==> src/rtl/pgwalk_pkg.sv <==
package pgwalk_pkg;
    typedef enum logic [2:0] {
        ST_IDLE,
        ST_OUTER,
        ST_INNER,
        ST_DONE,
        ST_FAULT
    } walk_state_e;

    localparam logic LVL_DIR  = 1'b0;
    localparam logic LVL_LEAF = 1'b1;
endpackage

==> src/rtl/pgwalk_addr_gen.sv <==
module pgwalk_addr_gen #(
    parameter int VA_W      = 32,
    parameter int OFF_W     = 12,
    parameter int IDX_W     = 10,
    parameter int PTE_BYTES = 4
) (
    input  logic [VA_W-1:0]       base,
    input  logic [VA_W-1:0]       vaddr,
    input  logic [VA_W-OFF_W-1:0] leaf_table_frame,
    output logic [VA_W-1:0]       dir_entry_addr,
    output logic [VA_W-1:0]       leaf_entry_addr
);
    localparam int PTE_SH = $clog2(PTE_BYTES);

    logic [IDX_W-1:0] dir_idx;
    logic [IDX_W-1:0] leaf_idx;

    assign dir_idx  = vaddr[VA_W-1 -: IDX_W];
    assign leaf_idx = vaddr[OFF_W +: IDX_W];

    assign dir_entry_addr  = base + (VA_W'(dir_idx) << PTE_SH);
    assign leaf_entry_addr = {leaf_table_frame, {OFF_W{1'b0}}} + (VA_W'(leaf_idx) << PTE_SH);
endmodule

==> src/rtl/pgwalk_pte_decode.sv <==
module pgwalk_pte_decode #(
    parameter int VA_W  = 32,
    parameter int OFF_W = 12
) (
    input  logic [VA_W-1:0]       entry,
    output logic [VA_W-OFF_W-1:0] frame,
    output logic                  present
);
    assign frame   = entry[VA_W-1:OFF_W];
    assign present = entry[0];
endmodule

==> src/rtl/pgwalk_top.sv <==
module pgwalk_top #(
    parameter int VA_W      = 32,
    parameter int OFF_W     = 12,
    parameter int IDX_W     = 10,
    parameter int PTE_BYTES = 4
) (
    input  logic            clk,
    input  logic            rst_n,
    input  logic            req_valid,
    input  logic [VA_W-1:0] req_vaddr,
    input  logic [VA_W-1:0] table_base,
    output logic            req_ready,
    output logic            mem_req,
    output logic [VA_W-1:0] mem_addr,
    input  logic            mem_rvalid,
    input  logic [VA_W-1:0] mem_rdata,
    output logic            resp_valid,
    output logic [VA_W-1:0] resp_paddr,
    output logic            resp_fault,
    output logic            resp_fault_level
);
    import pgwalk_pkg::*;

    localparam int FRAME_W = VA_W - OFF_W;

    walk_state_e state_q, state_d;

    logic [VA_W-1:0]    vaddr_q;
    logic [VA_W-1:0]    base_q;
    logic [FRAME_W-1:0] leaf_frame_q;
    logic [VA_W-1:0]    paddr_q;
    logic               level_q;

    logic [FRAME_W-1:0] rd_frame;
    logic               rd_present;
    logic [VA_W-1:0]    dir_addr;
    logic [VA_W-1:0]    leaf_addr;

    pgwalk_addr_gen #(
        .VA_W(VA_W), .OFF_W(OFF_W), .IDX_W(IDX_W), .PTE_BYTES(PTE_BYTES)
    ) addr_i (
        .base            (base_q),
        .vaddr           (vaddr_q),
        .leaf_table_frame(leaf_frame_q),
        .dir_entry_addr  (dir_addr),
        .leaf_entry_addr (leaf_addr)
    );

    pgwalk_pte_decode #(
        .VA_W(VA_W), .OFF_W(OFF_W)
    ) dec_i (
        .entry  (mem_rdata),
        .frame  (rd_frame),
        .present(rd_present)
    );

    // next-state logic
    always_comb begin
        state_d = state_q;
        unique case (state_q)
            ST_IDLE:  if (req_valid)  state_d = ST_OUTER;
            ST_OUTER: if (mem_rvalid) state_d = rd_present ? ST_INNER : ST_FAULT;
            ST_INNER: if (mem_rvalid) state_d = rd_present ? ST_DONE  : ST_FAULT;
            ST_DONE:  state_d = ST_IDLE;
            ST_FAULT: state_d = ST_IDLE;
            default:  state_d = ST_IDLE;
        endcase
    end

    // state register
    always_ff @(posedge clk) begin
        if (!rst_n) state_q <= ST_IDLE;
        else        state_q <= state_d;
    end

    // walk context
    always_ff @(posedge clk) begin
        if (!rst_n) begin
            vaddr_q      <= '0;
            base_q       <= '0;
            leaf_frame_q <= '0;
            paddr_q      <= '0;
            level_q      <= LVL_DIR;
        end else begin
            unique case (state_q)
                ST_IDLE: begin
                    if (req_valid) begin
                        vaddr_q <= req_vaddr;
                        base_q  <= table_base;
                    end
                end
                ST_OUTER: begin
                    if (mem_rvalid) begin
                        leaf_frame_q <= rd_frame;
                        level_q      <= LVL_DIR;
                    end
                end
                ST_INNER: begin
                    if (mem_rvalid) begin
                        paddr_q <= {rd_frame, vaddr_q[OFF_W-1:0]};
                        level_q <= LVL_LEAF;
                    end
                end
                default: ;
            endcase
        end
    end

    // outputs
    always_comb begin
        req_ready        = 1'b0;
        mem_req          = 1'b0;
        mem_addr         = '0;
        resp_valid       = 1'b0;
        resp_paddr       = '0;
        resp_fault       = 1'b0;
        resp_fault_level = 1'b0;
        unique case (state_q)
            ST_IDLE:  req_ready = 1'b1;
            ST_OUTER: begin
                mem_req  = 1'b1;
                mem_addr = dir_addr;
            end
            ST_INNER: begin
                mem_req  = 1'b1;
                mem_addr = leaf_addr;
            end
            ST_DONE: begin
                resp_valid = 1'b1;
                resp_paddr = paddr_q;
            end
            ST_FAULT: begin
                resp_valid       = 1'b1;
                resp_fault       = 1'b1;
                resp_fault_level = level_q;
            end
            default: ;
        endcase
    end
endmodule

==> config.mk <==
export PLATFORM = sky130hd
export DESIGN_NAME = pgwalk_top
export DESIGN_NICKNAME = d
export VERILOG_FILES = /design/src/rtl/pgwalk_pkg.sv /design/src/rtl/pgwalk_addr_gen.sv /design/src/rtl/pgwalk_pte_decode.sv /design/src/rtl/pgwalk_top.sv
export SDC_FILE = /design/constraint.sdc
export NUM_CORES = 1
export LEC_CHECK = 0
export BUFFER_PORTS_ARGS = -buffer_cell sky130_fd_sc_hd__buf_2
export CORE_AREA = 2 2 91 137
export DETAILED_ROUTE_END_ITERATION = 7
export DIE_AREA = 0 0 93 139
export GPL_TIMING_DRIVEN = 1
export PLACE_DENSITY = 0.91
export SYNTH_ARGS = -nofsm -noshare
export SYNTH_HDL_FRONTEND = slang
export SYNTH_HIERARCHICAL = 1
export SYNTH_SLANG_ARGS = --single-unit
export TNS_END_PERCENT = 100
==> constraint.sdc <==
create_clock -name clk -period 3.7 [get_ports clk]
set_input_delay 0.74 -clock clk [delete_from_list [all_inputs] [get_ports clk]]
set_output_delay 0.74 -clock clk [all_outputs]
set_load 0.05 [all_outputs]
---- After elaboration in Yosys (flattened, before gate mapping) ----
Index checks and enable logic that the tools add are counted.
storage, ports and cells
  register bits after elaboration ......... 120
  input port bits ......................... 100
  output and inout bits ................... 69
operators by class
  reductions and logical operators ........ 9
  add/subtract/negate cells ............... 2
  equality and inequality tests ........... 7
  multiplexer cells ....................... 16
operators with widths
  cell                  count
  $add A32 B12 Y32      2
  $pmux W32 S2          1
  $mux W32              1
  $mux W3               5
  $pmux W3 S3           1
  $mux W1               7
  $eq A3 B2 Y1 const B  2
  $ne A2 B2 Y1 const B  3
  $reduce_and A2 Y1     3
  $reduce_and A3 Y1     2
  $reduce_or A2 Y1      2
  $eq A3 B1 Y1 const B  1
  $eq A3 B3 Y1 const B  1
  $logic_not A3 Y1      1
  $pmux W1 S2           1
  $reduce_bool A2 Y1    1

---- Longest topological paths before layout ----
  word-level depth ........................ 3
  mapped depth ............................ 11
  gate-level depth less buffers ........... 10

---- Modules after synthesis ----
The synthesis kept the hierarchy.
modules (own cells, without submodules)
  module             area each (µm²)  cells an instance  times used  seq. area each (µm²)
  pgwalk_top         5013.6           621                1           2402.3
  pgwalk_addr_gen    1123.6           154                1           0.0
  pgwalk_pte_decode  157.7            21                 1           0.0

---- Worst setup path after synthesis ----
Ideal clock, no wire load.
  path type ............................... reg-to-output
  start point ............................. register base_q[2]
  end point ............................... output port mem_addr[22]
  data arrival time ....................... 2.325 ns
  stages on the path, launching flop included .. 12
  slack ................................... 0.635 ns
  path through ............................ dfxtp_1 ha_1 inv_1 fa_1 and2b_1 o2111ai_1 a21oi_1 o41a_1 buf_6 nand4_1 xnor2_1 a22o_1
between the ends
  longest elaborated chain between the ends .. 2
RTL lines
  element                   line                   text
  start: declaration        pgwalk_top.sv:29       logic [VA_W-1:0] base_q;
  start signal: assignment  pgwalk_top.sv:89       base_q <= table_base;
  $add A32 B12 Y32          pgwalk_addr_gen.sv:21  assign dir_entry_addr = base + (VA_W'(dir_idx) << PTE_SH);
  net dir_addr[22]          pgwalk_top.sv:36       logic [VA_W-1:0] dir_addr;
  $pmux W32 S2              pgwalk_top.sv:118      unique case (state_q)
  end: declaration          pgwalk_top.sv:14       output logic [VA_W-1:0] mem_addr,
The timed path passes the listed nets, and every way through them passes these cells.

---- Final worst setup path ----
  start point ............................. register base_q[2]
  end point ............................... output port mem_addr[30]
Same word-level chain as after synthesis.

==> flow_metrics.env <==
export IMPL_cts_clk_slew_worst_paths_ns=0.06
export IMPL_synth_edf_count=0
export IMPL_power_total_uw=3400
export IMPL_maxCapViolCount=0
export IMPL_fmax_mhz=267
export IMPL_gp_congestion=0.889
export IMPL_io_pins=169
export IMPL_rrSetupSlack_ns=1.57
export IMPL_die_w_um=93
export IMPL_hold_depth=2
export IMPL_antenna_found_initial=0
export IMPL_path_max_fanout=5
export IMPL_avgSynthCellArea_sq_um=7.91
export IMPL_area_delta_synth_final_pct=17.6
export IMPL_min_to="paddr_q[29]"
export IMPL_max_stage_delay_ns=0.35
export IMPL_critPathCaptureType="output pin"
export IMPL_core_sq_um=11800
export IMPL_clk_latency_ns=0.42
export IMPL_synth_seq_area_share=0.382
export IMPL_start_util=0.535
export IMPL_fillCellCount=963
export IMPL_die_area_sq_um=12900
export IMPL_p_per_area_nw_per_um2=459
export IMPL_worstHoldStart="paddr_q[29]"
export IMPL_period_needed_ns=3.74
export IMPL_hold_viol=0
export IMPL_fin_crit_sh=1.01
export IMPL_peakVddDrop_v=0.000283
export IMPL_drtIter0Drc=338
export IMPL_ys_seq_elements=120
export IMPL_ys_async_sr_fraction=0
export IMPL_crit_path_top_delay_cell="dfxtp_2"
export IMPL_track_usage=0.233
export IMPL_rsz0062_at_grt="true"
export IMPL_grt_pass1_vias=5253
export IMPL_tightestPinTransition_ns=1.09
export IMPL_slew_headroom=0.276
export IMPL_r2r_cells=2
export IMPL_violations="setup timing"
export IMPL_io_buffers=157
export IMPL_grt_overflow_total=0
export IMPL_path_cells="ha_4, inv_2, fa_2, and2b_1, o2111ai_2, a21oi_2, o41a_1, buf_12, nand4_1, xnor2_1, a22o_1, buf_6"
export IMPL_status="complete, but fails checks"
export IMPL_dieHeight_um=139
export IMPL_critPathLaunchType="flip-flop"
export IMPL_cp_num_buf_inv=3
export IMPL_final_setup_worst_slack_ns=-0.0440
export IMPL_layout_commonest_cell="buf_2"
export IMPL_viasPerCell=5.49
export IMPL_grt_pass1_wl_um=24500
export IMPL_cts_buffers_inserted=17
export IMPL_first_pass_iters=4
export IMPL_p_leak_uw=0.00311
export IMPL_critical_path_top_delay_family="compound AO/OA/AOI/OAI gates"
export IMPL_nets=976
export IMPL_diodes=0
export IMPL_tns_ns=-0.0500
export IMPL_path_class="flip-flop to output pin"
export IMPL_drc=0
export IMPL_cts_sinks=120
export IMPL_cts_root_buf="clkbuf_16"
export IMPL_antenna_left=0
export IMPL_yosys_warnings=6
export IMPL_htreeDepth=4
export IMPL_synthDistinctLibCells=48
export IMPL_finalMaxSlewViolations=0
export IMPL_cts_path_max_buffers=2
export IMPL_wire_per_inst_um=14.9
export IMPL_vias=5659
export IMPL_r2r_end="paddr_q[24]"
export IMPL_final_util=0.629
export IMPL_worstPathRequired_ns=2.96
export IMPL_final_cell_mix="buf_2, nand2_1, nand3_1"
export IMPL_r2r_start="state_q[1]"
export IMPL_cts_tree="built"
export IMPL_syn_cell_area_sq_um=6290
export IMPL_drive_above_1_share=0.261
export IMPL_dominantRegCellSynth="dfxtp_1"
export IMPL_drt_total_wl_um=15300
export IMPL_hpwl_um=10100
export IMPL_hold_path_class="flip-flop to flip-flop"
export IMPL_setup_viol=2
export IMPL_synthCells=796
export IMPL_fin_skew_ns=0.00753
export IMPL_placementRows=49
export IMPL_grt_max_degree=105
export IMPL_worst_endpoint_arrival_ns=3.00
## how the worst max path moves through the flow
| stage | startpoint | to | slack (ns) | cells after the start |
|---|---|---|---|---|
| floorplan | base_q[2] | mem_addr[22] | 0.64 | 11 |
| global placement | base_q[2] | mem_addr[22] | 0.28 | 11 |
| detailed placement | base_q[2] | mem_addr[30] | 0.24 | 11 |
| CTS | base_q[2] | mem_addr[22] | 0.005 | 12 |
| global route | base_q[2] | mem_addr[30] | -0.14 | 12 |
| finish | base_q[2] | mem_addr[30] | -0.04 | 12 |
## layer usage
| metal | track usage | vias to the layer above | routed length (um) | part of all wire |
|---|---|---|---|---|
| li1 | - | 2823 | - | - |
| met4 | 0.0983 | 0 | 516 | 0.034 |
| met2 | 0.394 | 187 | 7740 | 0.50 |
| met3 | 0.0533 | 45 | 740 | 0.048 |
| met1 | 0.282 | 2604 | 6350 | 0.41 |
| met5 | 0 | - | 0 | 0 |
## where the power goes
| group | switching [uW] | internal (uW) |
|---|---|---|
| Clock | 637 | 933 |
| Sequential | 52.9 | 1360 |
| Combinational | 264 | 150 |
## registers in the layout, indices dropped and copies added, names as in the netlist
register / count
base_q: 32
paddr_q: 32
vaddr_q: 32
leaf_frame_q: 20
state_q: 3
level_q: 1
## Yosys cell counts, types with 2 or more instances
library cell / instances / area, sq um
a21o_1: 5 / 37.5
a21oi_1: 10 / 50.1
a22o_1: 32 / 280
and2_1: 34 / 213
and4_1: 3 / 26.3
buf_2: 22 / 110
buf_4: 59 / 443
buf_6: 6 / 67.6
clkbuf_1: 26 / 97.6
clkbuf_2: 9 / 45.0
dfxtp_1: 120 / 2400
ha_1: 10 / 125
inv_1: 5 / 18.8
nand2_1: 128 / 480
nand2b_1: 5 / 31.3
nand3_1: 121 / 606
nand4_1: 7 / 43.8
nand4b_1: 3 / 26.3
nor2_1: 8 / 30.0
nor3_1: 6 / 30.0
nor3b_1: 2 / 15.0
nor3b_2: 2 / 25.0
o21ai_0: 116 / 581
o21ai_1: 5 / 25.0
or2_2: 3 / 18.8
xnor2_1: 17 / 149
xor2_1: 11 / 96.3
## layout make-up
| class | instances | area, sq um | area share |
|---|---|---|---|
| Multi-Input combinational cell | 549 | 3170 | 0.429 |
| Clock inverter | 15 | 140 | 0.0189 |
| Inverter | 5 | 18.8 | 0.00254 |
| Timing Repair Buffer | 172 | 1050 | 0.142 |
| Tap cell | 153 | 191 | 0.0259 |
| Clock buffer | 17 | 425 | 0.0575 |
| Sequential cell | 120 | 2400 | 0.325 |
## worst register-to-register path: stages, from the launching register on
cell and delay (ns):
dfxtp_1 0.64, and4bb_2 1.04, o21ai_0 0.28
## stage by stage
| stage | hold WS [ns] | cell area [sq um] | setup WS [ns] | cells |
|---|---|---|---|---|
| 2_1_floorplan | 0.424 | 6300 | 0.635 | 797 |
| 3_3_place_gp | 0.433 | 6630 | 0.284 | 993 |
| 3_5_place_dp | 0.441 | 6630 | 0.241 | 993 |
| 4_1_cts | 0.452 | 7260 | 0.00478 | 1026 |
| 5_1_grt | 0.466 | 7400 | -0.138 | 1031 |
| 6_report | 0.449 | 7400 | -0.0440 | 1031 |
## logic make-up (layout without fill, tap and decap cells)
kind of cell,after synthesis,after routing,share of synthesized area
AOI/OAI and AO/OA,176,176,0.168
xor gates and xnor gates,28,28,0.0390
adders and majority gates,11,11,0.0231
buffers and inverters,128,209,0.125
DFF,120,120,0.382
other,1,2,0.000596
and+or+nand+nor,332,332,0.263
## repair_timing
item / 4_1_cts / 5_1_grt
hold buffers: 0 / 0
gates resized for setup: 13 / 25
cloned: 0 / 1
endpoints found under the setup margin: 11 / 20
pin swaps: 3 / 9
setup buffers: 1 / 4
No activity file was read; power rests on OpenSTA's default activity.
